==> config.mk <==
export PLATFORM = sky130hd
export DESIGN_NAME = mdio_mgmt_slave
export DESIGN_NICKNAME = d
export VERILOG_FILES = /design/src/rtl/mdio_mgmt_pkg.sv /design/src/rtl/mdio_rst_strap.sv /design/src/rtl/mdio_frame_fsm.sv /design/src/rtl/mdio_regbank.sv /design/src/rtl/mdio_mgmt_slave.sv
export SDC_FILE = /design/constraint.sdc
export NUM_CORES = 1
export LEC_CHECK = 0
export BUFFER_PORTS_ARGS = -buffer_cell sky130_fd_sc_hd__buf_2
export CAP_MARGIN = 10
export CORE_ASPECT_RATIO = 1.2
export CORE_MARGIN = 2
export CORE_UTILIZATION = 34
export CTS_BUF_LIST = sky130_fd_sc_hd__clkbuf_4
export DETAILED_ROUTE_END_ITERATION = 8
export GPL_TIMING_DRIVEN = 1
export PLACE_DENSITY_LB_ADDON = 0.25
export RECOVER_POWER = 25
export SYNTH_ARGS = -nofsm -noshare
export SYNTH_HDL_FRONTEND = slang
export SYNTH_SLANG_ARGS = --single-unit
==> constraint.sdc <==
create_clock -name mdc -period 5 [get_ports mdc]
set_input_delay 0 -clock mdc [delete_from_list [all_inputs] [get_ports mdc]]
set_output_delay 0 -clock mdc [all_outputs]
set_load 0.005 [all_outputs]
==> src/rtl/mdio_mgmt_pkg.sv <==
package mdio_mgmt_pkg;

  typedef enum logic [3:0] {
    S_PRE,
    S_ST,
    S_OP,
    S_PHY,
    S_REG,
    S_TA_RD,
    S_RD,
    S_TA_WR,
    S_WR
  } mdio_state_e;

  localparam int REG_CTRL  = 0;
  localparam int REG_STAT  = 1;
  localparam int REG_ID_HI = 2;
  localparam int REG_ID_LO = 3;
  localparam int REG_ADV   = 4;
  localparam int REG_LP    = 5;

endpackage

==> src/rtl/mdio_rst_strap.sv <==
module mdio_rst_strap #(
  parameter int STRAP_W = 4,
  parameter int PHY_AW  = 5
) (
  input  logic               clk,
  input  logic               rst_ni,
  input  logic [STRAP_W-1:0] strap_i,
  output logic               rst_sync_no,
  output logic [PHY_AW-1:0]  own_addr_o
);

  logic [1:0]         sync_q;
  logic [STRAP_W-1:0] strap_q;

  // reset asserts at once, releases after two MDC edges
  always_ff @(posedge clk or negedge rst_ni) begin
    if (!rst_ni) sync_q <= 2'b00;
    else         sync_q <= {sync_q[0], 1'b1};
  end

  assign rst_sync_no = sync_q[1];

  // strap capture: enabled only while internal reset is active
  always_ff @(posedge clk) begin
    if (!sync_q[1]) strap_q <= strap_i;
  end

  generate
    if (STRAP_W < PHY_AW) begin : g_pad
      assign own_addr_o = {{(PHY_AW-STRAP_W){1'b0}}, strap_q};
    end else begin : g_trim
      assign own_addr_o = strap_q[PHY_AW-1:0];
    end
  endgenerate

endmodule

==> src/rtl/mdio_frame_fsm.sv <==
module mdio_frame_fsm
  import mdio_mgmt_pkg::*;
#(
  parameter int PRE_LEN = 32,
  parameter int PHY_AW  = 5,
  parameter int REG_AW  = 5,
  parameter int DW      = 16
) (
  input  logic              clk,
  input  logic              rst_ni,
  input  logic              mdio_i,
  input  logic [PHY_AW-1:0] own_addr_i,
  input  logic [DW-1:0]     rd_data_i,
  output logic              mdio_o,
  output logic              mdio_oe_o,
  output logic [REG_AW-1:0] reg_addr_o,
  output logic [PHY_AW-1:0] phy_addr_o,
  output logic              wr_en_o,
  output logic [DW-1:0]     wr_data_o
);

  localparam int PCW = $clog2(PRE_LEN + 1);
  localparam int CW  = $clog2(DW + 1);
  localparam logic [PCW-1:0] PRE_MAX  = PCW'(PRE_LEN);
  localparam logic [CW-1:0]  PHY_LAST = CW'(PHY_AW - 1);
  localparam logic [CW-1:0]  REG_LAST = CW'(REG_AW - 1);
  localparam logic [CW-1:0]  DAT_LAST = CW'(DW - 1);
  localparam logic [CW-1:0]  DAT_END  = CW'(DW);

  mdio_state_e       state_q, state_d;
  logic [PCW-1:0]    pre_q, pre_d;
  logic [CW-1:0]     cnt_q, cnt_d;
  logic              rd_q, rd_d;
  logic [PHY_AW-1:0] phy_q, phy_d;
  logic [REG_AW-1:0] reg_q, reg_d;
  logic [DW-1:0]     sh_q, sh_d;
  logic              o_q, o_d;
  logic              oe_q, oe_d;

  always_comb begin
    state_d = state_q;
    pre_d   = pre_q;
    cnt_d   = cnt_q;
    rd_d    = rd_q;
    phy_d   = phy_q;
    reg_d   = reg_q;
    sh_d    = sh_q;
    o_d     = o_q;
    oe_d    = oe_q;
    wr_en_o = 1'b0;
    unique case (state_q)
      S_PRE: begin
        if (mdio_i) begin
          if (pre_q < PRE_MAX) pre_d = pre_q + 1'b1;
        end else if (pre_q == PRE_MAX) begin
          state_d = S_ST;
        end else begin
          pre_d = '0;
        end
      end
      S_ST: begin
        if (mdio_i) begin
          state_d = S_OP;
          cnt_d   = '0;
        end else begin
          state_d = S_PRE;
          pre_d   = '0;
        end
      end
      S_OP: begin
        if (cnt_q == '0) begin
          rd_d  = mdio_i;
          cnt_d = CW'(1);
        end else if (rd_q != mdio_i) begin
          state_d = S_PHY;
          cnt_d   = '0;
        end else begin
          state_d = S_PRE;
          pre_d   = '0;
        end
      end
      S_PHY: begin
        phy_d = {phy_q[PHY_AW-2:0], mdio_i};
        if (cnt_q == PHY_LAST) begin
          state_d = S_REG;
          cnt_d   = '0;
        end else begin
          cnt_d = cnt_q + 1'b1;
        end
      end
      S_REG: begin
        reg_d = {reg_q[REG_AW-2:0], mdio_i};
        if (cnt_q != REG_LAST) begin
          cnt_d = cnt_q + 1'b1;
        end else if (phy_q != own_addr_i) begin
          state_d = S_PRE;
          pre_d   = '0;
        end else begin
          state_d = rd_q ? S_TA_RD : S_TA_WR;
          cnt_d   = '0;
        end
      end
      S_TA_RD: begin
        sh_d    = rd_data_i;
        oe_d    = 1'b1;
        o_d     = 1'b0;
        state_d = S_RD;
        cnt_d   = '0;
      end
      S_RD: begin
        if (cnt_q == DAT_END) begin
          oe_d    = 1'b0;
          o_d     = 1'b0;
          state_d = S_PRE;
          pre_d   = '0;
        end else begin
          o_d   = sh_q[DW-1];
          sh_d  = {sh_q[DW-2:0], 1'b0};
          cnt_d = cnt_q + 1'b1;
        end
      end
      S_TA_WR: begin
        if (cnt_q == '0 && mdio_i) begin
          cnt_d = CW'(1);
        end else if (cnt_q != '0 && !mdio_i) begin
          state_d = S_WR;
          cnt_d   = '0;
        end else begin
          state_d = S_PRE;
          pre_d   = '0;
        end
      end
      S_WR: begin
        sh_d = {sh_q[DW-2:0], mdio_i};
        if (cnt_q == DAT_LAST) begin
          wr_en_o = 1'b1;
          state_d = S_PRE;
          pre_d   = '0;
        end else begin
          cnt_d = cnt_q + 1'b1;
        end
      end
      default: begin
        state_d = S_PRE;
        pre_d   = '0;
        oe_d    = 1'b0;
      end
    endcase
  end

  always_ff @(posedge clk or negedge rst_ni) begin
    if (!rst_ni) begin
      state_q <= S_PRE;
      pre_q   <= '0;
      cnt_q   <= '0;
      rd_q    <= 1'b0;
      phy_q   <= '0;
      reg_q   <= '0;
      sh_q    <= '0;
      o_q     <= 1'b0;
      oe_q    <= 1'b0;
    end else begin
      state_q <= state_d;
      pre_q   <= pre_d;
      cnt_q   <= cnt_d;
      rd_q    <= rd_d;
      phy_q   <= phy_d;
      reg_q   <= reg_d;
      sh_q    <= sh_d;
      o_q     <= o_d;
      oe_q    <= oe_d;
    end
  end

  assign mdio_o     = o_q;
  assign mdio_oe_o  = oe_q;
  assign reg_addr_o = reg_q;
  assign phy_addr_o = phy_q;
  assign wr_data_o  = {sh_q[DW-2:0], mdio_i};

endmodule

==> src/rtl/mdio_regbank.sv <==
module mdio_regbank
  import mdio_mgmt_pkg::*;
#(
  parameter int          REG_AW   = 5,
  parameter int          DW       = 16,
  parameter logic [15:0] CTRL_RST = 16'h3000,
  parameter logic [15:0] ADV_RST  = 16'h01E1,
  parameter logic [15:0] ID_HI    = 16'h2A41,
  parameter logic [15:0] ID_LO    = 16'h5C07
) (
  input  logic              clk,
  input  logic              rst_ni,
  input  logic              wr_en_i,
  input  logic [REG_AW-1:0] addr_i,
  input  logic [DW-1:0]     wr_data_i,
  input  logic [DW-1:0]     stat_i,
  input  logic [DW-1:0]     lp_i,
  output logic [DW-1:0]     rd_data_o,
  output logic [DW-1:0]     ctrl_o,
  output logic [DW-1:0]     adv_o
);

  localparam int NRW = 2;
  localparam logic [NRW-1:0][REG_AW-1:0] RW_ADDR = {REG_AW'(REG_ADV), REG_AW'(REG_CTRL)};
  localparam logic [NRW-1:0][DW-1:0]     RW_RST  = {DW'(ADV_RST), DW'(CTRL_RST)};

  logic [NRW-1:0][DW-1:0] rw_w;

  for (genvar g = 0; g < NRW; g++) begin : g_rw
    logic          we;
    logic [DW-1:0] q;
    assign we = wr_en_i && (addr_i == RW_ADDR[g]);
    always_ff @(posedge clk or negedge rst_ni) begin
      if (!rst_ni)  q <= RW_RST[g];
      else if (we)  q <= wr_data_i;
    end
    assign rw_w[g] = q;
  end

  assign ctrl_o = rw_w[0];
  assign adv_o  = rw_w[1];

  always_comb begin
    unique case (addr_i)
      REG_AW'(REG_CTRL):  rd_data_o = rw_w[0];
      REG_AW'(REG_STAT):  rd_data_o = stat_i;
      REG_AW'(REG_ID_HI): rd_data_o = DW'(ID_HI);
      REG_AW'(REG_ID_LO): rd_data_o = DW'(ID_LO);
      REG_AW'(REG_ADV):   rd_data_o = rw_w[1];
      REG_AW'(REG_LP):    rd_data_o = lp_i;
      default:            rd_data_o = '0;
    endcase
  end

endmodule

==> src/rtl/mdio_mgmt_slave.sv <==
module mdio_mgmt_slave #(
  parameter int          STRAP_W  = 4,
  parameter int          PHY_AW   = 5,
  parameter int          REG_AW   = 5,
  parameter int          DW       = 16,
  parameter int          PRE_LEN  = 32,
  parameter logic [15:0] CTRL_RST = 16'h3000,
  parameter logic [15:0] ADV_RST  = 16'h01E1,
  parameter logic [15:0] ID_HI    = 16'h2A41,
  parameter logic [15:0] ID_LO    = 16'h5C07
) (
  input  logic               mdc,
  input  logic               rst_n,
  input  logic [STRAP_W-1:0] strap_i,
  input  logic               mdio_i,
  output logic               mdio_o,
  output logic               mdio_oe,
  input  logic [DW-1:0]      stat_i,
  input  logic [DW-1:0]      lp_i,
  output logic [DW-1:0]      ctrl_o,
  output logic [DW-1:0]      adv_o
);

  logic              rst_sync_n;
  logic [PHY_AW-1:0] own_addr;
  logic [PHY_AW-1:0] frame_phy;
  logic [REG_AW-1:0] reg_addr;
  logic              wr_en;
  logic [DW-1:0]     wr_data;
  logic [DW-1:0]     rd_data;

  mdio_rst_strap #(
    .STRAP_W (STRAP_W),
    .PHY_AW  (PHY_AW)
  ) u_strap (
    .clk         (mdc),
    .rst_ni      (rst_n),
    .strap_i     (strap_i),
    .rst_sync_no (rst_sync_n),
    .own_addr_o  (own_addr)
  );

  mdio_frame_fsm #(
    .PRE_LEN (PRE_LEN),
    .PHY_AW  (PHY_AW),
    .REG_AW  (REG_AW),
    .DW      (DW)
  ) u_fsm (
    .clk        (mdc),
    .rst_ni     (rst_sync_n),
    .mdio_i     (mdio_i),
    .own_addr_i (own_addr),
    .rd_data_i  (rd_data),
    .mdio_o     (mdio_o),
    .mdio_oe_o  (mdio_oe),
    .reg_addr_o (reg_addr),
    .phy_addr_o (frame_phy),
    .wr_en_o    (wr_en),
    .wr_data_o  (wr_data)
  );

  mdio_regbank #(
    .REG_AW   (REG_AW),
    .DW       (DW),
    .CTRL_RST (CTRL_RST),
    .ADV_RST  (ADV_RST),
    .ID_HI    (ID_HI),
    .ID_LO    (ID_LO)
  ) u_regs (
    .clk       (mdc),
    .rst_ni    (rst_sync_n),
    .wr_en_i   (wr_en),
    .addr_i    (reg_addr),
    .wr_data_i (wr_data),
    .stat_i    (stat_i),
    .lp_i      (lp_i),
    .rd_data_o (rd_data),
    .ctrl_o    (ctrl_o),
    .adv_o     (adv_o)
  );

endmodule

==> run metrics <==
pin count of the biggest net entering global routing=77; DR DRC count=0; # placed instances=around 660; P_int=913 uW; Reg clk slew, reported paths=150 ps; Starting Density=34.8%; aggregate global-route resource usage=17.1%; path category of the worst min-delay check=in -> reg; CTS buffer count=9; post-synthesis sequential area ratio=45.2%; drt first pass iters=5; top cells by area, synth=dfrtp_1 (39%), mux2_2 (9.5%), dfstp_2 (4.0%); ant diodes=0; PostCTS Resize Cnt=0; Worst Path Max Fanout=19; Placer Congestion=between 0.8 and 0.9; post-synthesis register bit count=82; slack of the worst reg-to-reg path=1840 ps; Vias=3746; area of the multi-input gates=2330 sq um; main combinational cell family by area after synthesis=compound AO/OA/AOI/OAI gates; layout cells sized above 1=28.2%; Clock Skew=20.6 ps; minimum clock period=~3200 ps; post-route non-filler standard cell count=689; switch share=26.9%; Slew headroom=-26.3%; Slew Viols, Final=77; Starting DRT DRC Count=221; Synth Instances=approximately 440; Static Leak=roughly 0.0024 uW; final non-filler cell area=5350 sq um; Worst-Skew Late Latency=450 ps; H-tree levels=3; Die W=110 um; vias in the first global route=3759; Clock Path Buffers=2; Final HPWL DP=8.04 mm; Async S/R FF share, synth=between 90% and 100%; maximum achievable frequency=317 MHz; Post CTS Setup Buffer Count=0; Psw=335 uW; grt ovf=0; Fill cells=1348; mux cell area share after synthesis=11.3%; syn_nets=486; initial antenna violation count=0; worst setup margin=1840 ps; Synth area leader=dfrtp_1; Worst VDD drop=0.000145 V; setup TNS=0 ps; Arr. time, crit path=3490 ps; synth unique cells=76; Yosys top cell area share=38.6%; DR vias/cell=5.44; pwr dens=roughly 230 nW/um^2; die area=14500 sq um; Synth Area in Adders=1.36%; type of the worst setup path=reg -> reg; Root Buffer=clkbuf_4; most common cell in the synthesized netlist=dfrtp_1; hold buffers post-CTS=18; RSZ-0062 raised after global routing=false; Post-synth EDFFs=4; clock share of power=around a third; Routed Antenna Nets=0; Chip Height=about 130 um; worst-margin pin slew=between 1500 and 2000 ps; mapped cell area=4610 sq um; Critical Path RT=between 5000 and 6000 ps; Primary FF master, synth=dfrtp_1; Routed WL per cell=around 17 um; Clock Sinks=82; Comb power frac=9.3%; routed wire length=between 10 and 15 mm; Synth Warn #=0; # rows=46; hold_ws=36.5 ps; Synth Area in Simple Gates=between 10% and 20%; Synth Area in Compound Gates=18.9%; Critical Path Source Type=register; failing checks=max-capacitance violations, max-slew violations; Sequential Power Share=57.2%; Final Hold Violating Endpoints=0; Layout area overhead=16.2%; Port-buffer cells=72; Top-Level Pins=73; status=complete, but fails checks; XOR/XNOR Fraction of Synth Area=under 10%; first-pass GRT wire length=19.5 mm; placed inst area=5040 sq um; Mapped Avg Cell Area=10.4 sq um; nets@finish=560; CORE AREA=13200 sq um; CTS tree=built; final worst path period share=63.1%; # setup viols final=0; Sequential Area=2080 sq um; Synth top cells by count=dfrtp_1 (71), mux2_2 (39), nand2_1 (38); Max Cap Viol=1; CP endpoint kind=register; pre-CTS setup slack=2120 ps
[final cells by class]
cell class,instances,share of cell area [%]
inverter,10,0.701
timing repair buffer,93,10.1
tap,168,3.93
clock inverter,6,1.43
multi-input combinational,320,43.5
clock buffer,10,1.40
sequential,82,38.9
[critical path, cell delays in order, from the launching register on]
cell           delay, ps
dfrtp_1              720
or3b_2               500
a21oi_2              690
a211oi_2             310
o21ai_0              160
dlygate4sd3_1        580
a31oi_1               80
[routing by layer]
layer | GRT usage [%] | wire, um
met5 | 0 | 0
met2 | 27.7 | 5810
met3 | 2.43 | 615
met1 | 22.3 | 5060
met4 | 7.78 | 367
[state kept, by name (all words and copies together) (netlist names)]
name / flops
u_fsm.phy_addr_o: 5
u_fsm.rd_q: 1
u_fsm.reg_addr_o: 5
u_fsm.mdio_o: 1
u_strap.sync_q: 2
u_fsm.state_q: 4
u_regs.adv_o: 16
u_strap.strap_q: 4
u_fsm.mdio_oe_o: 1
u_fsm.sh_q: 16
u_fsm.cnt_q: 5
u_regs.ctrl_o: 16
u_fsm.pre_q: 6
[metrics by stage]
step | total power [uW] | utilization [%]
2_1_floorplan | 794 | -
3_5_place_dp | 833 | 38.1
6_report | 1250 | 40.4
3_3_place_gp | 828 | 38.1
4_1_cts | 1270 | 40.6
5_1_grt | 1320 | 40.4
[worst paths after layout]
path,from,to,cells after the start
min in group asynchronous,rst_n,u_strap.sync_q[1]$_DFF_PN0_,3
hold / removal,lp_i[15],u_fsm.sh_q[15]$_DFFE_PN0P_,4
hold reg to reg,u_strap.sync_q[0]$_DFF_PN0_,u_strap.sync_q[1]$_DFF_PN0_,0
setup / recovery,u_fsm.state_q[3]$_DFFE_PN0P_,u_fsm.sh_q[5]$_DFFE_PN0P_,6
max in group asynchronous,u_strap.sync_q[1]$_DFF_PN0_,u_regs.ctrl_o[3]$_DFFE_PN0P_,1
setup reg to reg,u_fsm.state_q[3]$_DFFE_PN0P_,u_fsm.sh_q[5]$_DFFE_PN0P_,6
[placed cells by master, fill, tap and decap left out, types with 5 or more instances in the layout]
cell type,n
nand2b_1,6
inv_1,10
buf_2,58
nand3_1,11
dfstp_1,7
dlygate4sd3_1,18
a22o_1,18
nor2_1,32
clkbuf_4,10
or3b_2,7
clkbuf_1,14
ha_1,5
dfrtp_1,70
a31oi_1,15
xnor2_1,5
a21oi_1,15
nand2_1,38
mux2_2,39
o21ai_0,20
nand3b_1,9
[power by group through the flow]
stage | combinational (uW) | sequential (uW) | clock [uW]
after floorplan | 65.0 | 729 | 0
after global placement | 102 | 725 | 0
after detailed placement | 107 | 726 | 0
after CTS | 118 | 715 | 434
after global routing | 134 | 720 | 465
final | 117 | 714 | 417
[kinds of logic after synthesis]
| family | Yosys count |
|---|---|
| compound gates | 120 |
| xor+xnor | 6 |
| fa+ha+maj | 5 |
| buf+inv | 40 |
| flops | 82 |
| mux | 46 |
| other cells | 1 |
| simple gates | 142 |
Note: power is estimated with default switching activity, not from simulation.
